===== src/rtl/kwd_pkg.sv =====
package kwd_pkg;

    typedef enum logic [2:0] {
        ST_BOOT,
        ST_STOPPED,
        ST_RUN,
        ST_FROZEN,
        ST_TRIPPED
    } kwd_state_e;

    typedef struct packed {
        logic refresh;
        logic breach;
    } kwd_access_t;

endpackage


===== src/rtl/kwd_cfg.sv =====
module kwd_cfg #(
    parameter int SEL_W    = 3,
    parameter int BASE_EXP = 7,
    parameter int CNT_W    = BASE_EXP + (1 << SEL_W) - 1
) (
    input  logic             opt_enable,
    input  logic [SEL_W-1:0] opt_period_sel,
    input  logic             opt_standby_run,
    output logic             run_ok,
    output logic             cfg_err,
    output logic             freeze_en,
    output logic [CNT_W-1:0] last_val
);
    localparam int NSEL = 1 << SEL_W;

    logic [CNT_W-1:0] lim_tab [NSEL];

    // one terminal count per select value: 2^(BASE_EXP+g) - 1
    for (genvar g = 0; g < NSEL; g++) begin : g_lim
        assign lim_tab[g] = CNT_W'((64'd1 << (BASE_EXP + g)) - 64'd1);
    end

    assign cfg_err   = !opt_enable && opt_standby_run;
    assign run_ok    = opt_enable && !cfg_err;
    assign freeze_en = !opt_standby_run;
    assign last_val  = lim_tab[opt_period_sel];

endmodule


===== src/rtl/kwd_access.sv =====
module kwd_access
    import kwd_pkg::*;
#(
    parameter int          DATA_W = 8,
    parameter logic [7:0]  KEY    = 8'hAC
) (
    input  logic              wr_en,
    input  logic [DATA_W-1:0] wr_data,
    input  logic              wr_bitop,
    output kwd_access_t       acc
);
    logic key_hit;

    assign key_hit     = (wr_data == DATA_W'(KEY));
    assign acc.refresh = wr_en && !wr_bitop && key_hit;
    assign acc.breach  = wr_en && (wr_bitop || !key_hit);

endmodule


===== src/rtl/kwd_counter.sv =====
module kwd_counter #(
    parameter int CNT_W = 14
) (
    input  logic             clk,
    input  logic             rst_n,
    input  logic             cnt_clr,
    input  logic             cnt_inc,
    input  logic [CNT_W-1:0] last_val,
    output logic [CNT_W-1:0] cnt,
    output logic             at_last
);
    logic [CNT_W-1:0] cnt_q;

    always_ff @(posedge clk or negedge rst_n) begin
        if (!rst_n) begin
            cnt_q <= '0;
        end else if (cnt_clr) begin
            cnt_q <= '0;
        end else if (cnt_inc) begin
            cnt_q <= cnt_q + CNT_W'(1);
        end
    end

    assign cnt     = cnt_q;
    assign at_last = (cnt_q == last_val);

endmodule


===== src/rtl/kwd_fsm.sv =====
module kwd_fsm
    import kwd_pkg::*;
(
    input  logic        clk,
    input  logic        rst_n,
    input  logic        run_ok,
    input  logic        cfg_err,
    input  logic        freeze_en,
    input  logic        standby,
    input  kwd_access_t acc,
    input  logic        at_last,
    output logic        cnt_clr,
    output logic        cnt_inc,
    output logic        rst_req,
    output kwd_state_e  state
);
    kwd_state_e state_q, state_d;
    logic       hold_now;
    logic       fire;
    logic       rst_req_q;

    assign hold_now = standby && freeze_en;

    // next-state logic
    always_comb begin
        state_d = state_q;
        unique case (state_q)
            ST_BOOT: begin
                if (acc.breach)                 state_d = ST_TRIPPED;
                else if (run_ok && !cfg_err)    state_d = ST_RUN;
                else                            state_d = ST_STOPPED;
            end
            ST_STOPPED: begin
                if (acc.breach)                 state_d = ST_TRIPPED;
            end
            ST_RUN: begin
                if (acc.breach)                 state_d = ST_TRIPPED;
                else if (acc.refresh)           state_d = hold_now ? ST_FROZEN : ST_RUN;
                else if (hold_now)              state_d = ST_FROZEN;
                else if (at_last)               state_d = ST_TRIPPED;
            end
            ST_FROZEN: begin
                if (acc.breach)                 state_d = ST_TRIPPED;
                else if (!standby)              state_d = ST_RUN;
            end
            ST_TRIPPED: begin
                state_d = ST_TRIPPED;
            end
            default: state_d = ST_TRIPPED;
        endcase
    end

    // state register
    always_ff @(posedge clk or negedge rst_n) begin
        if (!rst_n) state_q <= ST_BOOT;
        else        state_q <= state_d;
    end

    // outputs
    always_comb begin
        fire    = 1'b0;
        cnt_inc = 1'b0;
        cnt_clr = 1'b0;
        unique case (state_q)
            ST_BOOT, ST_STOPPED: begin
                fire    = acc.breach;
                cnt_clr = 1'b1;
            end
            ST_RUN: begin
                if (acc.breach) begin
                    fire    = 1'b1;
                    cnt_clr = 1'b1;
                end else if (acc.refresh) begin
                    cnt_clr = 1'b1;
                end else if (hold_now) begin
                    cnt_clr = 1'b0;
                end else if (at_last) begin
                    fire    = 1'b1;
                    cnt_clr = 1'b1;
                end else begin
                    cnt_inc = 1'b1;
                end
            end
            ST_FROZEN: begin
                fire    = acc.breach;
                cnt_clr = acc.breach || acc.refresh || !standby;
            end
            ST_TRIPPED: begin
                cnt_clr = 1'b1;
            end
            default: cnt_clr = 1'b1;
        endcase
    end

    always_ff @(posedge clk or negedge rst_n) begin
        if (!rst_n) rst_req_q <= 1'b0;
        else        rst_req_q <= fire;
    end

    assign rst_req = rst_req_q;
    assign state   = state_q;

endmodule


===== src/rtl/keyed_watchdog.sv =====
module keyed_watchdog
    import kwd_pkg::*;
#(
    parameter int         SEL_W    = 3,
    parameter int         BASE_EXP = 7,
    parameter int         DATA_W   = 8,
    parameter logic [7:0] KEY      = 8'hAC
) (
    input  logic              clk,
    input  logic              rst_n,
    input  logic              opt_enable,
    input  logic [SEL_W-1:0]  opt_period_sel,
    input  logic              opt_standby_run,
    input  logic              wr_en,
    input  logic [DATA_W-1:0] wr_data,
    input  logic              wr_bitop,
    input  logic              standby,
    output logic              rst_req
);
    localparam int CNT_W = BASE_EXP + (1 << SEL_W) - 1;

    logic             run_ok;
    logic             cfg_err;
    logic             freeze_en;
    logic [CNT_W-1:0] last_val;
    kwd_access_t      acc;
    logic             cnt_clr;
    logic             cnt_inc;
    logic [CNT_W-1:0] cnt_q;
    logic             at_last;
    kwd_state_e       state_q;

    kwd_cfg #(
        .SEL_W    (SEL_W),
        .BASE_EXP (BASE_EXP),
        .CNT_W    (CNT_W)
    ) u_cfg (
        .opt_enable      (opt_enable),
        .opt_period_sel  (opt_period_sel),
        .opt_standby_run (opt_standby_run),
        .run_ok          (run_ok),
        .cfg_err         (cfg_err),
        .freeze_en       (freeze_en),
        .last_val        (last_val)
    );

    kwd_access #(
        .DATA_W (DATA_W),
        .KEY    (KEY)
    ) u_access (
        .wr_en    (wr_en),
        .wr_data  (wr_data),
        .wr_bitop (wr_bitop),
        .acc      (acc)
    );

    kwd_counter #(
        .CNT_W (CNT_W)
    ) u_counter (
        .clk      (clk),
        .rst_n    (rst_n),
        .cnt_clr  (cnt_clr),
        .cnt_inc  (cnt_inc),
        .last_val (last_val),
        .cnt      (cnt_q),
        .at_last  (at_last)
    );

    kwd_fsm u_fsm (
        .clk       (clk),
        .rst_n     (rst_n),
        .run_ok    (run_ok),
        .cfg_err   (cfg_err),
        .freeze_en (freeze_en),
        .standby   (standby),
        .acc       (acc),
        .at_last   (at_last),
        .cnt_clr   (cnt_clr),
        .cnt_inc   (cnt_inc),
        .rst_req   (rst_req),
        .state     (state_q)
    );

endmodule


===== config.mk =====
export PLATFORM = sky130hd
export DESIGN_NAME = keyed_watchdog
export DESIGN_NICKNAME = d
export VERILOG_FILES = /design/src/rtl/kwd_pkg.sv /design/src/rtl/kwd_cfg.sv /design/src/rtl/kwd_access.sv /design/src/rtl/kwd_counter.sv /design/src/rtl/kwd_fsm.sv /design/src/rtl/keyed_watchdog.sv
export SDC_FILE = /design/constraint.sdc
export NUM_CORES = 1
export LEC_CHECK = 0
export BUFFER_PORTS_ARGS = -buffer_cell sky130_fd_sc_hd__buf_2
export CAP_MARGIN = 40
export CELL_PAD_IN_SITES_DETAIL_PLACEMENT = 0
export CELL_PAD_IN_SITES_GLOBAL_PLACEMENT = 1
export CORE_MARGIN = 5
export CORE_UTILIZATION = 39
export CTS_BUF_LIST = sky130_fd_sc_hd__clkbuf_8
export CTS_CLUSTER_DIAMETER = 100
export DETAILED_ROUTE_END_ITERATION = 12
export PLACE_DENSITY_LB_ADDON = 0.1
export RECOVER_POWER = 100
export SLEW_MARGIN = 5
export SYNTH_ARGS = -nofsm -noshare
export SYNTH_HDL_FRONTEND = slang
export SYNTH_SLANG_ARGS = --single-unit

===== constraint.sdc =====
create_clock -name clk -period 1.98 [get_ports clk]
set_input_delay 0.396 -clock clk [delete_from_list [all_inputs] [get_ports clk]]
set_output_delay 0.396 -clock clk [all_outputs]
set_load 0.02 [all_outputs]

**Word level (Yosys, flattened, before mapping)**

Memories as Yosys holds them, arrays and structs flattened.
Cells that the tools add are included.

- Register bits: 18
- Bits in read-only memories: 112
- Bits of input ports: 18
- Output and inout bits: 1
- Memories kept: 1

Memory list:

| name | depth | width | read ports | clocked after memory_dff | write ports | RTL line | source |
|---|---|---|---|---|---|---|---|
| (no name shown) | 8 | 14 | 1 | 0 | 0 | kwd_cfg.sv:26 | `assign last_val = lim_tab[opt_period_sel];` |

- Add/sub/neg operators: 1
- Order comparisons: 1
- Eq/ne operators: 8
- Muxes and demuxes: 28
- Bitwise gates (word level): 1
- Reduce and logical (&&, ||, !) cells: 20

Operators by type and width:

| operator | number |
|---|---|
| $mux 14 | 4 |
| $mux 3 | 8 |
| $add 14x1->14 const B | 1 |
| $eq 14x14->1 | 1 |
| $mux 1 | 12 |
| $pmux 3 s4 | 1 |
| $eq 8x8->1 const B | 1 |
| $logic_and 1x1->1 | 7 |
| $eq 3x2->1 const B | 2 |
| $logic_not 1->1 | 6 |
| $ne 5x2->1 const B | 1 |
| $ge 4x4->1 const B | 1 |
| $not 3->4 | 1 |
| $pmux 1 s2 | 2 |
| $eq 3x1->1 const B | 1 |
| $logic_not 3->1 | 1 |
| $logic_or 1x1->1 | 3 |
| $ne 3x2->1 const B | 1 |
| $reduce_and 3->1 | 1 |
| $reduce_or 3->1 | 1 |
| $mux 2 | 1 |
| $ne 2x1->1 const B | 1 |
| $reduce_bool 2->1 | 1 |

**Longest topological paths before layout**

- Depth in word-level cells: 12
- Gate-level depth with buffers: 9
- Gate-level depth less buffers: 7

**Modules after synthesis**

A second synthesis with hierarchy kept.

- Cells, all modules: 137
- Area total of the unflattened synthesis: 1303.8 um2

By module, submodules not included:

| module | instances | cells an instance | area each (um2) | sequential area each (um2) |
|---|---|---|---|---|
| kwd_counter | 1 | 89 | 923.4 | 350.3 |
| kwd_fsm | 1 | 24 | 215.2 | 100.1 |
| kwd_cfg | 1 | 18 | 121.4 | 0.0 |
| kwd_access | 1 | 6 | 43.8 | 0.0 |

**Worst setup path before layout**

OpenSTA, ideal clock, no wires.

- Kind: input-to-reg
- Start: input port opt_period_sel[1]
- End: register u_counter.cnt_q[11] (netlist: u_counter.cnt[11])
- Arrival time: 1.993 ns
- Data required time: 1.902 ns
- Setup slack: -0.091 ns
- Stages on the path: 8
- Cell sequence: clkbuf_2 > and3_1 > o32ai_2 > a22oi_1 > or4_1 > buf_2 > or3b_1 > a21oi_1

- Word-level cells in the longest chain between the ends: 11

Ends and longest elaborated chain:

| item | RTL line | source |
|---|---|---|
| start, declared | keyed_watchdog.sv:12 | `input logic [SEL_W-1:0] opt_period_sel,` |
| $not 3->4 (not written as such) * | kwd_cfg.sv:26 |  |
| $mem_v2 8x14 * | -- |  |
| $mux 14 (not written as such) * (2 in a row) | kwd_cfg.sv:26 |  |
| $eq 14x14->1 * | kwd_counter.sv:25 | `assign at_last = (cnt_q == last_val);` |
| $mux 1 | kwd_fsm.sv:77 | `end else if (at_last) begin` |
| $mux 1 | kwd_fsm.sv:75 | `end else if (hold_now) begin` |
| $mux 1 | kwd_fsm.sv:73 | `end else if (acc.refresh) begin` |
| $mux 1 | kwd_fsm.sv:70 | `if (acc.breach) begin` |
| $pmux 1 s2 / $mux 1 (equally long branches) | kwd_fsm.sv:64 | `unique case (state_q)` |
| $mux 14 / $reduce_bool 2->1 (equally long branches) | -- |  |
| end signal, assigned | kwd_counter.sv:20 | `cnt_q <= cnt_q + CNT_W'(1);` |
| end, declared | kwd_counter.sv:12 | `logic [CNT_W-1:0] cnt_q;` |

Mark *: on every way between the ends. The rest lies on a longest branch, timed or not. The select of a mux whose other input is x is not followed.
A chain may end at the register's enable or synchronous reset.

**Worst setup path after layout**

- Start: register u_counter.cnt_q[11] (netlist: u_counter.cnt[11])
- End: register u_fsm.rst_req_q (netlist: u_fsm.rst_req)

- Word-level cells in the longest chain between the ends: 6

Ends and longest elaborated chain:

| item | RTL line | source |
|---|---|---|
| $eq 14x14->1 | kwd_counter.sv:25 |  |
| $mux 1 | kwd_fsm.sv:77 |  |
| $mux 1 | kwd_fsm.sv:75 |  |
| $mux 1 | kwd_fsm.sv:73 |  |
| $mux 1 | kwd_fsm.sv:70 |  |
| $pmux 1 s2 | kwd_fsm.sv:64 |  |
| net u_fsm.fire | kwd_fsm.sv:19 | `logic fire;` |
| end signal, assigned | kwd_fsm.sv:97 | `else rst_req_q <= fire;` |
| end, declared | kwd_fsm.sv:20 | `logic rst_req_q;` |

The timed path passes the listed nets, and every way through them passes these cells.

==> results.txt <==
* Status: finished, final reports clean
- Starting density of the core: roughly 40%
* Maximum ir drop on the vdd rail: around 0.32 mV
- CTS placed an instance of clkbuf_8 at the clock tree root.
* Gr usage total: 16.9%
- Critical path's top delay family: simple AND/OR/NAND/NOR gates
- The via count of the first global-routing pass was between 1000 and 1500.
* Number of buffer and inverter stages on the critical path: 0
- Cell variety after synth: 45
- RD Place Congestion: about 0.80
- Setup violations remaining at the end of the flow were counted as 0.
- In the synthesized netlist the dominant register cell turns out to be dfrtp_1.
- Share of post-route cells with drive strength above 1: around 36%
- The clock passes through at most 2 buffers.
- Setup repair after global routing could not meet its margin everywhere.
* Insertion delay to the later sink of the worst-skew pair: 0.25 ns
- Worst slew pin tran: between 1 and 1.5 ns
* Number of antenna violations at the first check in global routing: 0
- STA puts the critical path data arrival time at between 2 and 2.5 ns.
- Counting flops and latches in the post-synthesis netlist gives 18.
- Floorplan Core Area: 3030 sq um
- During I/O placement, the number of pins put on the boundary was 19.
* Via count: roughly 1300
- The initialized floorplan defines 20 standard-cell rows.
* Seq/Total Area, Yosys: between 30% and 40%
- Summing every instance area after synthesis gives roughly 1200 sq um.
- Number of antenna cells inserted: 0
- Summed over all layers, the global routing overflow is 0.
- For met2 alone, demand over resource in global routing was roughly 31%.
- Async set or reset register ratio after synthesis: between 90% and 100%
- In this run the worst hold path is classified as input port to asynchronous set/reset pin.
- Synth Area per Inst: roughly 8.1 sq um
- Slowest library cell on the worst path: or4_4
- Counting every instance in the synthesized netlist gives about 150.
* Estimated wirelength of the detail-placed design: approximately 2500 um
* Total Die Area: ~4400 sq um
* Clock slew at the register clock pins of the worst setup and hold paths: around 0.070 ns
- Category of the critical setup timing path: flip-flop to flip-flop
* Final wirelength: around 3300 um
- Count of input and output buffers: 18
* Global-route wire length before repair: 5830 um
* Die span in y: between 60 and 70 um
- Crit share post-route: ~100%
* Post-DR wirelength/cell: approximately 14 um
- Most frequent cells in the layout: 33 x buf_4, 18 x nand2_1, 18 x dfrtp_1
- Dividing the detail-routed via count by the number of cells gives roughly 5.3.
* Worst-path maximum fanout: 6
- M1 GR Usage: between 20% and 30%
- Pin count of the biggest net entering global routing: 19
- P_leak: 0.734 nW
- The tool flagged a number of max-cap violations equal to 0.
- Number of clock buffers inserted by TritonCTS: 3
- Measured in cells, the most critical reg-to-reg path has a length of 6.
- In the global route stage, met3 resource usage came out at under 10%.
* TritonCTS Sinks: 18
- Post-placement setup slack: -0.297 ns
- The signal on the critical path passes through xor2_1 > nor3b_2 > a221oi_1 > or4_4 > or3_4 > a21oi_2.
- In this run the remaining antenna-violating nets after routing total 0.
* Number of H-tree levels: 1
- Clock Skew: between 0.0015 and 0.002 ns
* Number of synthesized flops with an enable pin: 0
- R2R Setup Slk: 0.01 ns
- The worst register-to-register path begins at u_counter.cnt[11].
- Die width: between 60 and 70 um
* Final total negative setup slack: 0 ns
- Relative area change from synthesis to final layout: 41.1%
- Worst Setup End Kind: flip-flop
- Pwr per Cell Area: 425 nW/um^2
- Count of routing violations after the opening detailed-route iteration: slightly above 60
- Minimum clock period after layout: 1.97 ns
* Maximum clock frequency: ~510 MHz
- The first TritonRoute pass finished after 4 iterations.
- In this run the most used layer during global routing was met2.
- In the final design database the tool counted ~220 nets.
- TritonCTS built the clock tree.
* Biggest cell delay along the critical path: approximately 0.59 ns
* Startpoint types: flip-flop
- DR DRC count: 0
* Final number of max-transition violations: 0
* Endpoint of the worst register-to-register path: u_fsm.rst_req
* Final setup margin: about 0.013 ns
- Counting every net in the synthesized netlist gives ~170.
- Count of synthesis-stage warnings from yosys: 0
- The final count of hold timing violations is 0.
- Worst relative slew slack: between 30% and 40%
* Leading cell type in the layout, fill and taps excluded: buf_4
- STA puts the critical path data required time at ~2.2 ns.
-- sequential cells by signal (all words and copies together), names as in the netlist --
| name | cells |
|---|---|
| u_counter.cnt | 14 |
| u_fsm.rst_req | 1 |
| u_fsm.state | 3 |
-- per-stage QoR --
| stage | std cells | hold slack, ns | util, % | cell area [sq um] | power, mW |
|---|---|---|---|---|---|
| 2_1_floorplan | 152 | 0.100 | - | 1250 | 0.405 |
| 3_3_place_gp | 238 | 0.362 | 51.8 | 1570 | 0.433 |
| 3_5_place_dp | 238 | 0.368 | 51.8 | 1570 | 0.436 |
| 4_1_cts | 243 | 0.0901 | 54.8 | 1660 | 0.743 |
| 5_1_grt | 246 | 0.388 | 57.1 | 1730 | 0.767 |
| 6_report | 246 | 0.306 | 57.1 | 1730 | 0.734 |
-- power by group --
part | switching, mW | internal [mW] | total (mW)
clock network | 0.127 | 0.176 | 0.303
registers | 0.000000000525 | 0.367 | 0.367
logic | 0.0347 | 0.0284 | 0.0631
-- worst max path at each step --
| stage | from | endpoint | slack, ns | cells after the start |
|---|---|---|---|---|
| after detailed placement | wr_en | u_counter.cnt[12] | -0.30 | 8 |
| after global routing | u_fsm.state[2] | u_counter.cnt[12] | -0.07 | 7 |
| after floorplan | u_counter.cnt[11] | u_counter.cnt[11] | -0.04 | 8 |
| final | u_counter.cnt[11] | u_fsm.rst_req | 0.01 | 6 |
| after global placement | wr_en | u_counter.cnt[12] | -0.29 | 8 |
| after CTS | u_counter.cnt[11] | u_counter.cnt[11] | -0.01 | 6 |
-- synth_stat cells, drive strengths merged, types with 3 or more instances --
library cell,n,area share [%]
dfrtp,18,37
nand2,18,5.5
nor2,15,4.6
nor3,9,4.1
nand3,8,3.3
a21oi,7,2.9
inv,7,2.1
o21ai,7,2.9
nand4,6,3.1
a31oi,4,2.0
and3,4,2.0
buf,3,1.7
clkbuf,3,1.0
nand2b,3,1.5
nor4,3,1.5
o31ai,3,1.8
or2,3,1.5
-- final cells by class --
cell class / instances / area, sq um
fill: 286 / 1300
multi-input combinational: 121 / 802
sequential: 18 / 450
timing repair buffer: 52 / 339
clock buffer: 4 / 55.1
tap: 44 / 55.1
inverter: 7 / 26.3
-- what timing repair did --
item                                    4_1_cts  5_1_grt
buffers inserted                              1        3
gates resized for setup                       5       15
cloned                                        0        0
hold endpoints to repair                      0        0
pin swaps                                     5        8
endpoints found under the setup margin        6       10
hold buffers                                  0        0
-- metal layers --
layer / vias up / routed length (um)
li1: 657 / -
met1: 622 / 1530
met2: 18 / 1720
met3: 2 / 74
met4: 0 / 19
met5: - / 0
-- kinds of logic (layout without fill, tap and decap cells) --
kind of cell / count (synthesis) / after routing / synth area share [%]
flops: 18 / 18 / 36.8
fa+ha+maj: 1 / 1 / 1.02
buf+inv: 13 / 63 / 4.90
xor+xnor: 4 / 4 / 2.86
simple gates: 82 / 82 / 35.2
compound gates: 32 / 32 / 17.6
mux: 2 / 2 / 1.63
No activity file was read; power rests on OpenSTA's default activity.
